$ cat src/rtl/wdt_window.sv
module wdt_window #(
  parameter int          CW         = 16,
  parameter int          DIV_LO     = 256,
  parameter int          DIV_HI     = 16384,
  parameter logic [15:0] RELOAD_RST = 16'hFF00
) (
  input  logic          clk,
  input  logic          rst_n,
  input  logic          wu_clk,
  input  logic          wr_en,
  input  logic [1:0]    wr_addr,
  input  logic [CW-1:0] wr_data,
  output logic          rst_req,
  output logic [1:0]    fault
);
  localparam int PW = $clog2(DIV_HI);

  logic [CW-1:0] reload, window, cnt;
  logic [PW-1:0] presc;
  logic          en, src_sel, div_sel, locked;
  logic [2:0]    wu_sync;

  wire          svc      = wr_en && (wr_addr == 2'd3) && !rst_req;
  wire          cfg_wr   = wr_en && (wr_addr != 2'd3) && !rst_req && (!locked || !en);
  wire          src_tick = src_sel ? (wu_sync[1] && !wu_sync[2]) : 1'b1;
  wire [PW-1:0] div_last = div_sel ? PW'(DIV_HI - 1) : PW'(DIV_LO - 1);
  wire          pre_done = en && src_tick && (presc >= div_last);
  wire          bad_svc  = svc && en && (cnt < window);
  wire          good_svc = svc && !bad_svc;
  wire          ovf      = pre_done && (&cnt) && !svc;

  always_ff @(posedge clk or negedge rst_n)
    if (!rst_n) wu_sync <= '0;
    else        wu_sync <= {wu_sync[1:0], wu_clk};

  always_ff @(posedge clk or negedge rst_n) begin
    if (!rst_n) begin
      reload  <= CW'(RELOAD_RST);
      window  <= '0;
      cnt     <= CW'(RELOAD_RST);
      presc   <= '0;
      en      <= 1'b1;
      src_sel <= 1'b1;
      div_sel <= 1'b0;
      locked  <= 1'b0;
      rst_req <= 1'b0;
      fault   <= 2'b00;
    end else if (!rst_req) begin
      if (cfg_wr)
        case (wr_addr)
          2'd0:    reload <= wr_data;
          2'd1:    window <= wr_data;
          default: {div_sel, src_sel, en} <= wr_data[2:0];
        endcase
      if (good_svc) begin
        cnt   <= reload;
        presc <= '0;
        if (en) locked <= 1'b1;
      end else if (en && src_tick) begin
        presc <= pre_done ? '0 : presc + 1'b1;
        if (pre_done) cnt <= cnt + 1'b1;
      end
      if (bad_svc) begin
        rst_req <= 1'b1;
        fault   <= 2'b10;
      end else if (ovf) begin
        rst_req <= 1'b1;
        fault   <= 2'b01;
      end
    end
  end
endmodule


$ cat config.mk
export PLATFORM = sky130hd
export DESIGN_NAME = wdt_window
export DESIGN_NICKNAME = d
export VERILOG_FILES = /design/src/rtl/wdt_window.sv
export SDC_FILE = /design/constraint.sdc
export NUM_CORES = 1
export LEC_CHECK = 0
export BUFFER_PORTS_ARGS = -buffer_cell sky130_fd_sc_hd__buf_4
export CAP_MARGIN = 5
export CORE_MARGIN = 2
export CORE_UTILIZATION = 66
export CTS_CLUSTER_SIZE = 10
export DETAILED_ROUTE_END_ITERATION = 12
export PLACE_DENSITY = 0.86
export SLEW_MARGIN = 20
export SYNTH_ARGS = -nofsm -noshare
export SYNTH_HDL_FRONTEND = slang
export SYNTH_SLANG_ARGS = --single-unit
export TNS_END_PERCENT = 100
$ cat constraint.sdc
create_clock -name clk -period 5.75 [get_ports clk]
set_clock_uncertainty 0.1 [all_clocks]
set_input_delay 0.575 -clock clk [delete_from_list [all_inputs] [get_ports clk]]
set_output_delay 0.575 -clock clk [all_outputs]
set_load 0.02 [all_outputs]
# Word-level counts from Yosys, hierarchy flattened

Cells that the tools add are included.

Output and inout port bits: 3
Register bits after elaboration: 72

Multiplexer cells: 13
Eq/ne operators: 3
Bitwise logic cells: 2
Add/subtract/negate cells: 2
Reductions and logical operators: 33
Magnitude comparators: 2

Operator list:

| cell                                                 | number |
|---|---|
| two-way mux 14 bit                                   | 4 |
| two-way mux 16 bit                                   | 3 |
| adder 16 x 1 -> 16 bit (second input constant)       | 1 |
| less-than comparator 16 bit                          | 1 |
| AND reduction 16 bit                                 | 1 |
| AND reduction 3 bit                                  | 5 |
| adder 14 x 1 -> 14 bit (second input constant)       | 1 |
| greater-or-equal comparator 14 bit                   | 1 |
| logical AND 1 bit                                    | 13 |
| zero test 1 bit                                      | 6 |
| nonzero test 2 bit                                   | 3 |
| two-way mux 1 bit                                    | 4 |
| two-way mux 2 bit                                    | 2 |
| AND reduction 2 bit                                  | 2 |
| equality test 2 x 1 -> 1 bit (second input constant) | 1 |
| equality test 2 bit (second input constant)          | 1 |
| zero test 2 bit                                      | 1 |
| inequality test 2 bit (second input constant)        | 1 |
| NOT 1 bit                                            | 2 |
| OR reduction 2 bit                                   | 1 |
| logical OR 1 bit                                     | 1 |

# Logic depth before layout (Yosys ltp)

Gate-level depths: netlist of run 1.

Depth after elaboration: 10
Mapped depth: 10
Gate-level depth less buffers: 8

# Worst setup path after synthesis of run 1

Ideal clock, no wire load.

Path kind: reg-to-reg
Start: reg cnt[15]
End: reg cnt[0]
Buffers on the path: 1
Required time: 5.529 ns
Arrival time: 2.327 ns
Setup slack: 3.202 ns
Library setup time: 0.121 ns
Cell stages (with the launch flop): 9
Cell sequence: dfstp_2 -> ha_1 -> nand2_2 -> nor4_2 -> or4b_4 -> a41o_1 -> buf_6 -> mux2_4 -> o22a_1

Cells in the longest elaborated chain, start to end: 6

Ends and longest elaborated chain:

| element                              | RTL line | text |
|---|---|---|
| start, declared                      | 18       | `logic [CW-1:0] reload, window, cnt;` |
| start signal, assigned               | 40       | `cnt <= CW'(RELOAD_RST);` |
| start signal, assigned               | 56       | `cnt <= reload;` |
| start signal, assigned               | 61       | `if (pre_done) cnt <= cnt + 1'b1;` |
| less-than comparator 16 bit *        | 28       | `wire bad_svc = svc && en && (cnt < window);` |
| logical AND 1 bit *                  | 28       |  |
| zero test 1 bit *                    | 29       | `wire good_svc = svc && !bad_svc;` |
| logical AND 1 bit *                  | 29       |  |
| nonzero test 2 bit (no source line)  | -        |  |
| AND reduction 3 bit (no source line) | -        |  |

Every way passes the cells marked *; elsewhere a longest branch is shown, timed or not.
A chain may end at the register's enable or synchronous reset.

# Worst setup path in the final report of run 1

Start: reg cnt[15]
End: reg presc[6]

Cells in the longest elaborated chain, start to end: 6

Ends and longest elaborated chain:

| element                              | RTL line | text |
|---|---|---|
| less-than comparator 16 bit *        | 28       |  |
| logical AND 1 bit *                  | 28       |  |
| zero test 1 bit *                    | 29       |  |
| logical AND 1 bit *                  | 29       |  |
| nonzero test 2 bit (no source line)  | -        |  |
| AND reduction 2 bit (no source line) | -        |  |
| end signal, assigned                 | 60       | `presc <= pre_done ? '0 : presc + 1'b1;` |
| end, declared                        | 19       | `logic [PW-1:0] presc;` |

Marked as above.

==> impl_metrics.json, run 1 <==
{
  "critical_path.max_stage_delay_ns": 0.70,
  "first_pass_iters": 5,
  "comb_power_share": 0.425,
  "tightestPinTransition_ns": 0.881,
  "hold_path.class": "input port to asynchronous set/reset pin",
  "clock_path_buffers": 2,
  "worstPathRequired_ns": 5.88,
  "setup_viol": 0,
  "htree_levels": 3,
  "antenna_left": 0,
  "synthFlopType": "dfrtp_1",
  "post_synth.cell_area_avg_um2": 10.1,
  "path_max_fanout": 18,
  "cts_setup_buffers": 0,
  "r2r_start": "cnt[15]",
  "cts_resized": 0,
  "clk_pin_slew_worst_paths_ns": 0.08,
  "portBuffers": 24,
  "clockRootBuffer": "clkbuf_8",
  "nets": 469,
  "place_inst": 488,
  "die_w_um": 82.2,
  "critPathKind": "register to register",
  "synth.distinct_cells": 54,
  "r2r_slack_ns": 2.60,
  "finalNonFillerCells": 504,
  "setup_tns_ns": 0,
  "r2r_end": "presc[6]",
  "synthCells": 401,
  "vias_per_cell": 6.48,
  "nFillCells": 406,
  "worstSetupStartpointType": "register",
  "seq_power_share": 0.381,
  "place_congestion": 0.872,
  "drt-total-wl_um": 9180,
  "synth_top_area_frac": 0.335,
  "grt_usage": 0.298,
  "dr.first_iter.drc_count": 269,
  "synth_edf_count": 0,
  "synth_fp_nets": 446,
  "post-synth-top-area-cell": "dfrtp_1",
  "p_int_mw": 1.56,
  "critPathBufInv": 1,
  "period_minus_slack_ns": 3.15,
  "drc": 0,
  "start_util": 0.682,
  "wl_per_cell_um": 18.2,
  "grt-ovfl-total": 0,
  "cts_tree": "built",
  "cts.sinks": 72,
  "arrival_ns": 3.28,
  "num_rows": 28,
  "rr_worst_depth": 7,
  "final_cell_mix": "dfrtp_1 (54), nand2_1 (42), mux2_2 (34)",
  "die_h_um": 82.2,
  "cts_hold_buf": 0,
  "crit_chain": "ha_1 > nand2_2 > nor4_2 > or4b_4 > a41oi_2 > buf_4 > o21ai_0",
  "core_mm2": 0.00592,
  "swShare": 0.404,
  "ys_warn_count": 0,
  "antenna_found_initial": 0,
  "ir_drop_mv": 0.478,
  "diodes": 0,
  "synthesis.area_mm2": 0.00404,
  "fin_util": 0.764,
  "hpwl_um": 6080,
  "status": "finished clean",
  "async_flop_share": 1.00,
  "power_density_mw_per_mm2": 579,
  "slowest_stage": "a41oi_2",
  "finalHoldViolCount": 0,
  "synth.area.top_cells": "dfrtp_1 (33%), dfstp_2 (12%), mux2_2 (9.5%)",
  "placed_area_mm2": 0.00427,
  "clk_latency_ns": 0.36,
  "area_growth_pct": 11.9,
  "ys_ff_latch": 72,
  "grt_pass1_wl_um": 15100,
  "crit_family": "simple AND/OR/NAND/NOR gates",
  "design_area_mm2": 0.00452,
  "maxSlewHeadroom": 0.413,
  "grt_max_degree": 73,
  "yosysSeqAreaShare": 0.452,
  "crit_path_end_kind": "register",
  "final_common_cell": "dfrtp_1",
  "layout-drive-gt1-share": 0.249,
  "power.leakage_nw": 1.94,
  "via_count": 3266,
  "slew_violations": 0,
  "cap_violations": 0,
  "cts_buffers": 9,
  "max_freq_mhz": 318,
  "grt_setup_unrepaired": "no",
  "design.die.area_mm2": 0.00676,
  "fin_crit_sh": 0.547,
  "pwr-share-clk": 0.194,
  "p_sw_mw": 1.06,
  "first_global_vias": 3200,
  "ios": 25
}
-- how the worst max path moves through the flow --
stage                end  slack (ns)  cells after the start     from
4_1_cts           cnt[2]        2.63                      8  cnt[15]
3_5_place_dp    presc[6]        2.68                      7  cnt[15]
3_3_place_gp      cnt[2]        2.73                      8  cnt[15]
2_1_floorplan     cnt[0]        3.20                      8  cnt[15]
6_report        presc[6]        2.60                      7  cnt[15]
5_1_grt        presc[13]        2.38                      7  cnt[15]
-- per-stage QoR --
| stage | hold WS [ns] | power [mW] | setup slack [ns] |
|---|---|---|---|
| 6_report | 0.197 | 2.62 | 2.60 |
| 5_1_grt | 0.219 | 2.79 | 2.38 |
| 4_1_cts | 0.221 | 2.60 | 2.63 |
| 3_5_place_dp | 0.240 | 2.08 | 2.68 |
| 3_3_place_gp | 0.232 | 2.01 | 2.73 |
| 2_1_floorplan | 0.179 | 1.78 | 3.20 |
-- logic make-up (layout without fill, tap and decap cells) --
group | count (synthesis) | count (layout) | synth area share
AO/OA/AOI/OAI | 81 | 81 | 0.128
multiplexers | 38 | 38 | 0.108
buffers and inverters | 39 | 67 | 0.0403
XOR/XNOR | 9 | 9 | 0.0195
adder cells (fa/ha/maj) | 23 | 23 | 0.0713
flip-flops | 72 | 72 | 0.452
AND/OR/NAND/NOR | 139 | 139 | 0.181
-- layout make-up --
class	count	area, um2	area share
repair buffers	28	210	0.0465
flip-flops and latches	72	1820	0.404
clock buffers	11	151	0.0335
clock inverters	5	103	0.0227
well taps	75	93.8	0.0208
multi-input cells	290	2050	0.454
inverters	23	86.3	0.0191
-- state kept, by name, summed over array words and instances, names as in the netlist --
name and cells:
div_sel 1, src_sel 1, wu_sync 3, rst_req 1, locked 1, fault 2
presc 14, cnt 16, window 16, reload 16, en 1
-- cell usage after synthesis, types with 9 or more instances --
master   number
dfrtp_1      54
nand2_1      42
mux2_2       34
nand3_1      26
ha_1         23
inv_1        23
a21oi_1      20
o21ai_0      20
dfstp_2      18
nor2_1       17
o21ai_1      10
nand4_1       9
nor3_1        9
-- routing by layer --
layer  share of wire  vias to the layer above  GRT usage
met5               0                        -          0
met4           0.022                        0      0.130
met3           0.064                       23     0.0609
met2            0.50                      148      0.499
met1            0.41                     1593      0.375
li1                -                     1502          -
-- power by group through the flow --
stage	clock network [mW]	registers (mW)	logic (mW)
2_1_floorplan	0	0.938	0.845
3_3_place_gp	0	0.979	1.03
3_5_place_dp	0	0.998	1.08
4_1_cts	0.510	0.991	1.10
5_1_grt	0.529	1.03	1.23
6_report	0.507	0.999	1.11
(Power assumes the default switching activity.)
==> run 2, diff against run 1 <==
--- a/config.mk
+++ b/config.mk
@@ -8,10 +8,10 @@
 export BUFFER_PORTS_ARGS = -buffer_cell sky130_fd_sc_hd__buf_4
 export CAP_MARGIN = 5
 export CORE_MARGIN = 2
-export CORE_UTILIZATION = 66
+export CORE_UTILIZATION = 55
 export CTS_CLUSTER_SIZE = 10
 export DETAILED_ROUTE_END_ITERATION = 12
-export PLACE_DENSITY = 0.86
+export PLACE_DENSITY = 0.76
 export SLEW_MARGIN = 20
 export SYNTH_ARGS = -nofsm -noshare
 export SYNTH_HDL_FRONTEND = slang
==> constraint.sdc (replaced) <==
create_clock -name clk -period 2.7 [get_ports clk]
set_clock_uncertainty 0.1 [all_clocks]
set_input_delay 0.27 -clock clk [delete_from_list [all_inputs] [get_ports clk]]
set_output_delay 0.27 -clock clk [all_outputs]
set_load 0.02 [all_outputs]
==> run 2 against run 1 <==
Flip-flop and latch count unchanged. Via count down 3.2%. Combinational power up 150%. Sequential share of layout area down 1.5 points. Maximum frequency up 21%. Clock power up 47%. Count of clock-buffer cells in the layout up 1. Critical path depth up 1. Die area up 19%. Non-clock buffer count up 24. First-iteration DRC count down 24%. Hold slack worse by 0.14 ns. Largest power group unchanged. Highest routed layer unchanged.
==> impl_metrics.json, run 2 (synthesis results as in run 1) <==
{
  "status": "finished clean",
  "cts_buffers": 9,
  "area_growth_pct": 16.3,
  "die_w_um": 89.7,
  "clk_pin_slew_worst_paths_ns": 0.08,
  "critical_path.max_stage_delay_ns": 0.56,
  "worstPathRequired_ns": 2.83,
  "first_global_vias": 3153,
  "power.leakage_nw": 2.03,
  "worstSetupStartpointType": "register",
  "grt-ovfl-total": 0,
  "clockRootBuffer": "clkbuf_8",
  "hold_start": "wr_data[3]",
  "hold_path.class": "input port to register",
  "fin_crit_sh": 0.962,
  "vias_per_cell": 5.73,
  "ios": 25,
  "place_congestion": 0.876,
  "critPathBufInv": 1,
  "maxSlewHeadroom": 0.399,
  "max_freq_mhz": 385,
  "cts_tree": "built",
  "diodes": 0,
  "nets": 493,
  "antenna_found_initial": 0,
  "final_common_cell": "dfrtp_1",
  "power_density_mw_per_mm2": 1180,
  "final_cell_mix": "dfrtp_1 (54), buf_4 (49), nand2_1 (41)",
  "start_util": 0.563,
  "dr.first_iter.drc_count": 205,
  "via_count": 3162,
  "core_mm2": 0.00718,
  "drc": 0,
  "cap_violations": 0,
  "setup_ws_ns": 0.102,
  "hpwl_um": 6160,
  "htree_levels": 3,
  "clk_latency_ns": 0.34,
  "r2r_start": "cnt[14]",
  "path_max_fanout": 8,
  "cts.sinks": 72,
  "crit_path_end_kind": "register",
  "fin_util": 0.655,
  "drt-total-wl_um": 8920,
  "design.die.area_mm2": 0.00805,
  "crit_family": "simple AND/OR/NAND/NOR gates",
  "finalHoldViolCount": 0,
  "layout-drive-gt1-share": 0.289,
  "setup_viol": 0,
  "place_ws_ns": 0.0342,
  "p_total_mw": 5.54,
  "ir_drop_mv": 0.614,
  "fin_hold_ws_ns": 0.0618,
  "crit_start": "cnt[14]",
  "grt_pass1_wl_um": 15100,
  "grt_usage": 0.245,
  "arrival_ns": 2.73,
  "wl_per_cell_um": 16.2,
  "reg_top3": "cnt: 16 flops, reload: 16 flops, window: 16 flops",
  "crit_chain": "ha_1 > nand2_2 > nor4_4 > or4b_4 > a41o_4 > buf_4 > mux2i_1 > o22a_1",
  "grt_max_degree": 73,
  "critPathKind": "register to register",
  "tightestPinTransition_ns": 0.902,
  "antenna_left": 0,
  "die_h_um": 89.7,
  "period_minus_slack_ns": 2.60,
  "portBuffers": 24,
  "first_pass_iters": 4,
  "clock_path_buffers": 2,
  "slowest_stage": "dfstp_2",
  "slew_violations": 0,
  "num_rows": 31
}
## run 2: layout make-up
class	count	area [um2]
fillers	560	2480
well taps	99	124
repair buffers	52	408
flip-flops and latches	72	1820
clock inverters	4	20.0
clock buffers	12	145
inverters	23	86.3
multi-input cells	290	2090
## run 2: path summary, 6_finish.rpt
kind / to / slack (ns) / depth (start not counted)
max: cnt[1] / 0.10 / 8
min: window[3] / 0.06 / 2
max reg2reg: cnt[1] / 0.10 / 8
min reg2reg: wu_sync[1] / 0.26 / 0
max in group asynchronous: cnt[6] / 1.41 / 2
min in group asynchronous: presc[13] / 0.48 / 2
## run 2: power by group
| group | switching, mW | internal, mW |
|---|---|---|
| registers | 0.388 | 1.67 |
| logic | 1.48 | 1.26 |
| clock network | 0.391 | 0.353 |
## run 2: worst register-to-register path, stage by stage, from the launching register on
cell     delay, ns
dfstp_2       0.56
ha_1          0.14
nand2_2       0.08
nor4_4        0.28
or4b_4        0.51
a41o_4        0.32
buf_4         0.18
mux2i_1       0.12
o22a_1        0.19
## run 2: per-layer routing
| metal | wire [um] | vias up | track usage | share of wire |
|---|---|---|---|---|
| met5 | 0 | - | 0 | 0 |
| met4 | 165 | 0 | 0.0991 | 0.018 |
| met3 | 271 | 14 | 0.0402 | 0.030 |
| met2 | 4300 | 53 | 0.393 | 0.48 |
| met1 | 4180 | 1542 | 0.331 | 0.47 |
| li1 | - | 1553 | - | - |
## run 2: stage by stage
step	setup TNS (ns)	area (um2)	cells
6_report	0	4700	552
3_3_place_gp	0	4460	532
5_1_grt	-0.00963	4700	552
2_1_floorplan	0	4040	401
3_5_place_dp	0	4460	532
4_1_cts	0	4640	550
## run 2: timing repair
action                     4_1_cts  5_1_grt
hold endpoints to repair        34        0
hold buffers                     2        0
gates resized for setup          0        6
buffers inserted                 0        2
setup endpoints to repair        0        7
==> run 3, diff against run 2 <==
--- a/config.mk
+++ b/config.mk
@@ -7,11 +7,11 @@
 export LEC_CHECK = 0
 export BUFFER_PORTS_ARGS = -buffer_cell sky130_fd_sc_hd__buf_4
 export CAP_MARGIN = 5
+export CORE_ASPECT_RATIO = 0.5
 export CORE_MARGIN = 2
-export CORE_UTILIZATION = 55
+export CORE_UTILIZATION = 30
 export CTS_CLUSTER_SIZE = 10
 export DETAILED_ROUTE_END_ITERATION = 12
-export PLACE_DENSITY = 0.76
 export SLEW_MARGIN = 20
 export SYNTH_ARGS = -nofsm -noshare
 export SYNTH_HDL_FRONTEND = slang
==> run 3 against run 2 <==
The flow now finishes with violations (negative hold slack). Flip-flop and latch count stayed put. Clock power is 41% higher. Die area is 80% higher. Global-route usage is 10 points lower. Cell count is 13% higher. Register-to-register slack worse by 0.02 ns. First-iteration DRC count is 35% lower. Final area is 3.5% higher. Sequential power hardly changed. Via count is 0.76% higher. Utilization is 28 points lower. Largest cell class unchanged. Largest power group unchanged. Highest routed layer unchanged.
==> impl_metrics.json, run 3 (synthesis results as in run 1) <==
{
  "fin_crit_sh": 0.968,
  "worstSetupStartpointType": "register",
  "finalNonFillerCells": 626,
  "max_freq_mhz": 383,
  "grt_pass1_wl_um": 16100,
  "vias_per_cell": 5.09,
  "die_h_um": 86.0,
  "grt_usage": 0.140,
  "setup_tns_ns": 0,
  "critPathKind": "register to register",
  "fin_hold_ws_ns": -0.0249,
  "clockRootBuffer": "clkbuf_16",
  "start_util": 0.313,
  "violations": "negative hold slack",
  "via_count": 3186,
  "final_cell_mix": "dfrtp_1 (54), buf_4 (54), nand2_1 (42)",
  "hpwl_um": 6510,
  "place_congestion": 0.784,
  "diodes": 0,
  "wl_per_cell_um": 15.1,
  "first_pass_iters": 4,
  "power_density_mw_per_mm2": 1200,
  "design.die.area_mm2": 0.0145,
  "clock_path_buffers": 2,
  "reg_top3": "cnt: 16 flops, reload: 16 flops, window: 16 flops",
  "pwr-share-clk": 0.179,
  "slew_violations": 0,
  "drt-total-wl_um": 9420,
  "status": "finished, violations left",
  "clk_latency_ns": 0.33,
  "clk_pin_slew_worst_paths_ns": 0.05,
  "comb_power_share": 0.470,
  "path_max_fanout": 5,
  "ios": 25,
  "cts_buffers": 9,
  "portBuffers": 24,
  "num_rows": 29,
  "maxSlewHeadroom": 0.392,
  "nets": 496,
  "core_mm2": 0.0129,
  "antenna_left": 0,
  "drc": 0,
  "period_minus_slack_ns": 2.61,
  "power.leakage_nw": 2.07,
  "ir_drop_mv": 0.328,
  "finalHoldViolCount": 31,
  "first_global_vias": 3265,
  "antenna_found_initial": 0,
  "grt-ovfl-total": 0,
  "grt_max_degree": 73,
  "layout-drive-gt1-share": 0.281,
  "htree_levels": 3,
  "hold_path.class": "input port to asynchronous set/reset pin",
  "p_sw_mw": 2.30,
  "swShare": 0.393,
  "p_int_mw": 3.55,
  "die_w_um": 168,
  "tightestPinTransition_ns": 0.912,
  "cts_tree": "built",
  "setup_viol": 0,
  "seq_power_share": 0.351,
  "place_inst": 609,
  "grt_setup_unrepaired": "yes",
  "cap_violations": 0,
  "worstPathRequired_ns": 2.87,
  "arrival_ns": 2.78,
  "cts.sinks": 72,
  "crit_path_end_kind": "register",
  "dr.first_iter.drc_count": 133,
  "area_growth_pct": 20.4
}
run 3: final timing paths:
| path | cells past startpoint | startpoint | end | slack (ns) |
|---|---|---|---|---|
| max | 8 | cnt[13] | cnt[15] | 0.09 |
| min | 1 | rst_n | reload[5] | -0.02 |
| max reg2reg | 8 | cnt[13] | cnt[15] | 0.09 |
| min reg2reg | 0 | wu_sync[0] | wu_sync[1] | 0.25 |
| max in group asynchronous | 1 | rst_n | wu_sync[2] | 1.94 |
| min in group clk | 3 | wr_data[1] | reload[1] | 0.06 |
run 3: final cells by class:
class                           instances  area [um2]
Inverter                               23        86.3
Clock buffer                           15         248
Sequential cell                        72        1820
Clock inverter                          1        5.00
Multi-Input combinational cell        290        2070
Timing Repair Buffer                   55         415
Tap cell                              170         213
Fill cell                            1294        8050
run 3: through the flow:
stage          instance area (um2)   util  power, mW  hold WS, ns  worst slack (ns)
6_report                      4860  0.377       5.84      -0.0249            0.0871
3_3_place_gp                  4580  0.355       4.68        0.234            0.0229
4_1_cts                       4850  0.375       5.84       0.0132            0.0443
2_1_floorplan                 4040      -       3.80       -0.126             0.152
3_5_place_dp                  4580  0.355       4.75        0.240           -0.0256
5_1_grt                       4860  0.377       6.35       0.0520           -0.0403
run 3: critical path, cell delays in order, from the launching register on:
cell and delay, ns:
dfstp_2 0.55, ha_1 0.25, a21oi_1 0.15, nor2_1 0.06, a211oi_1 0.39, buf_4 0.20
a41oi_2 0.20, or4_1 0.55, nand3_1 0.09
run 3: what timing repair did:
action,CTS,global route
setup endpoints to repair,4,6
hold buffers,1,0
hold endpoints to repair,1,0
gates resized for setup,2,2
cloned,0,0
buffers inserted,0,0
pin swaps,0,1
run 3: power by group through the flow:
| stage | combinational, mW | sequential [mW] | clock [mW] |
|---|---|---|---|
| 6_report | 2.74 | 2.05 | 1.05 |
| 5_1_grt | 3.11 | 2.13 | 1.11 |
| 4_1_cts | 2.72 | 2.05 | 1.07 |
| 3_5_place_dp | 2.69 | 2.06 | 0 |
| 3_3_place_gp | 2.64 | 2.04 | 0 |
| 2_1_floorplan | 1.80 | 2.00 | 0 |
run 3: routing by layer:
metal  global-route usage  wire length, um  vias to the layer above
met2                0.222             4210                       45
met3               0.0318              320                       19
met1                0.183             4660                     1566
met5                    0                0                        -
met4               0.0682              232                        0
li1                     -                -                     1556
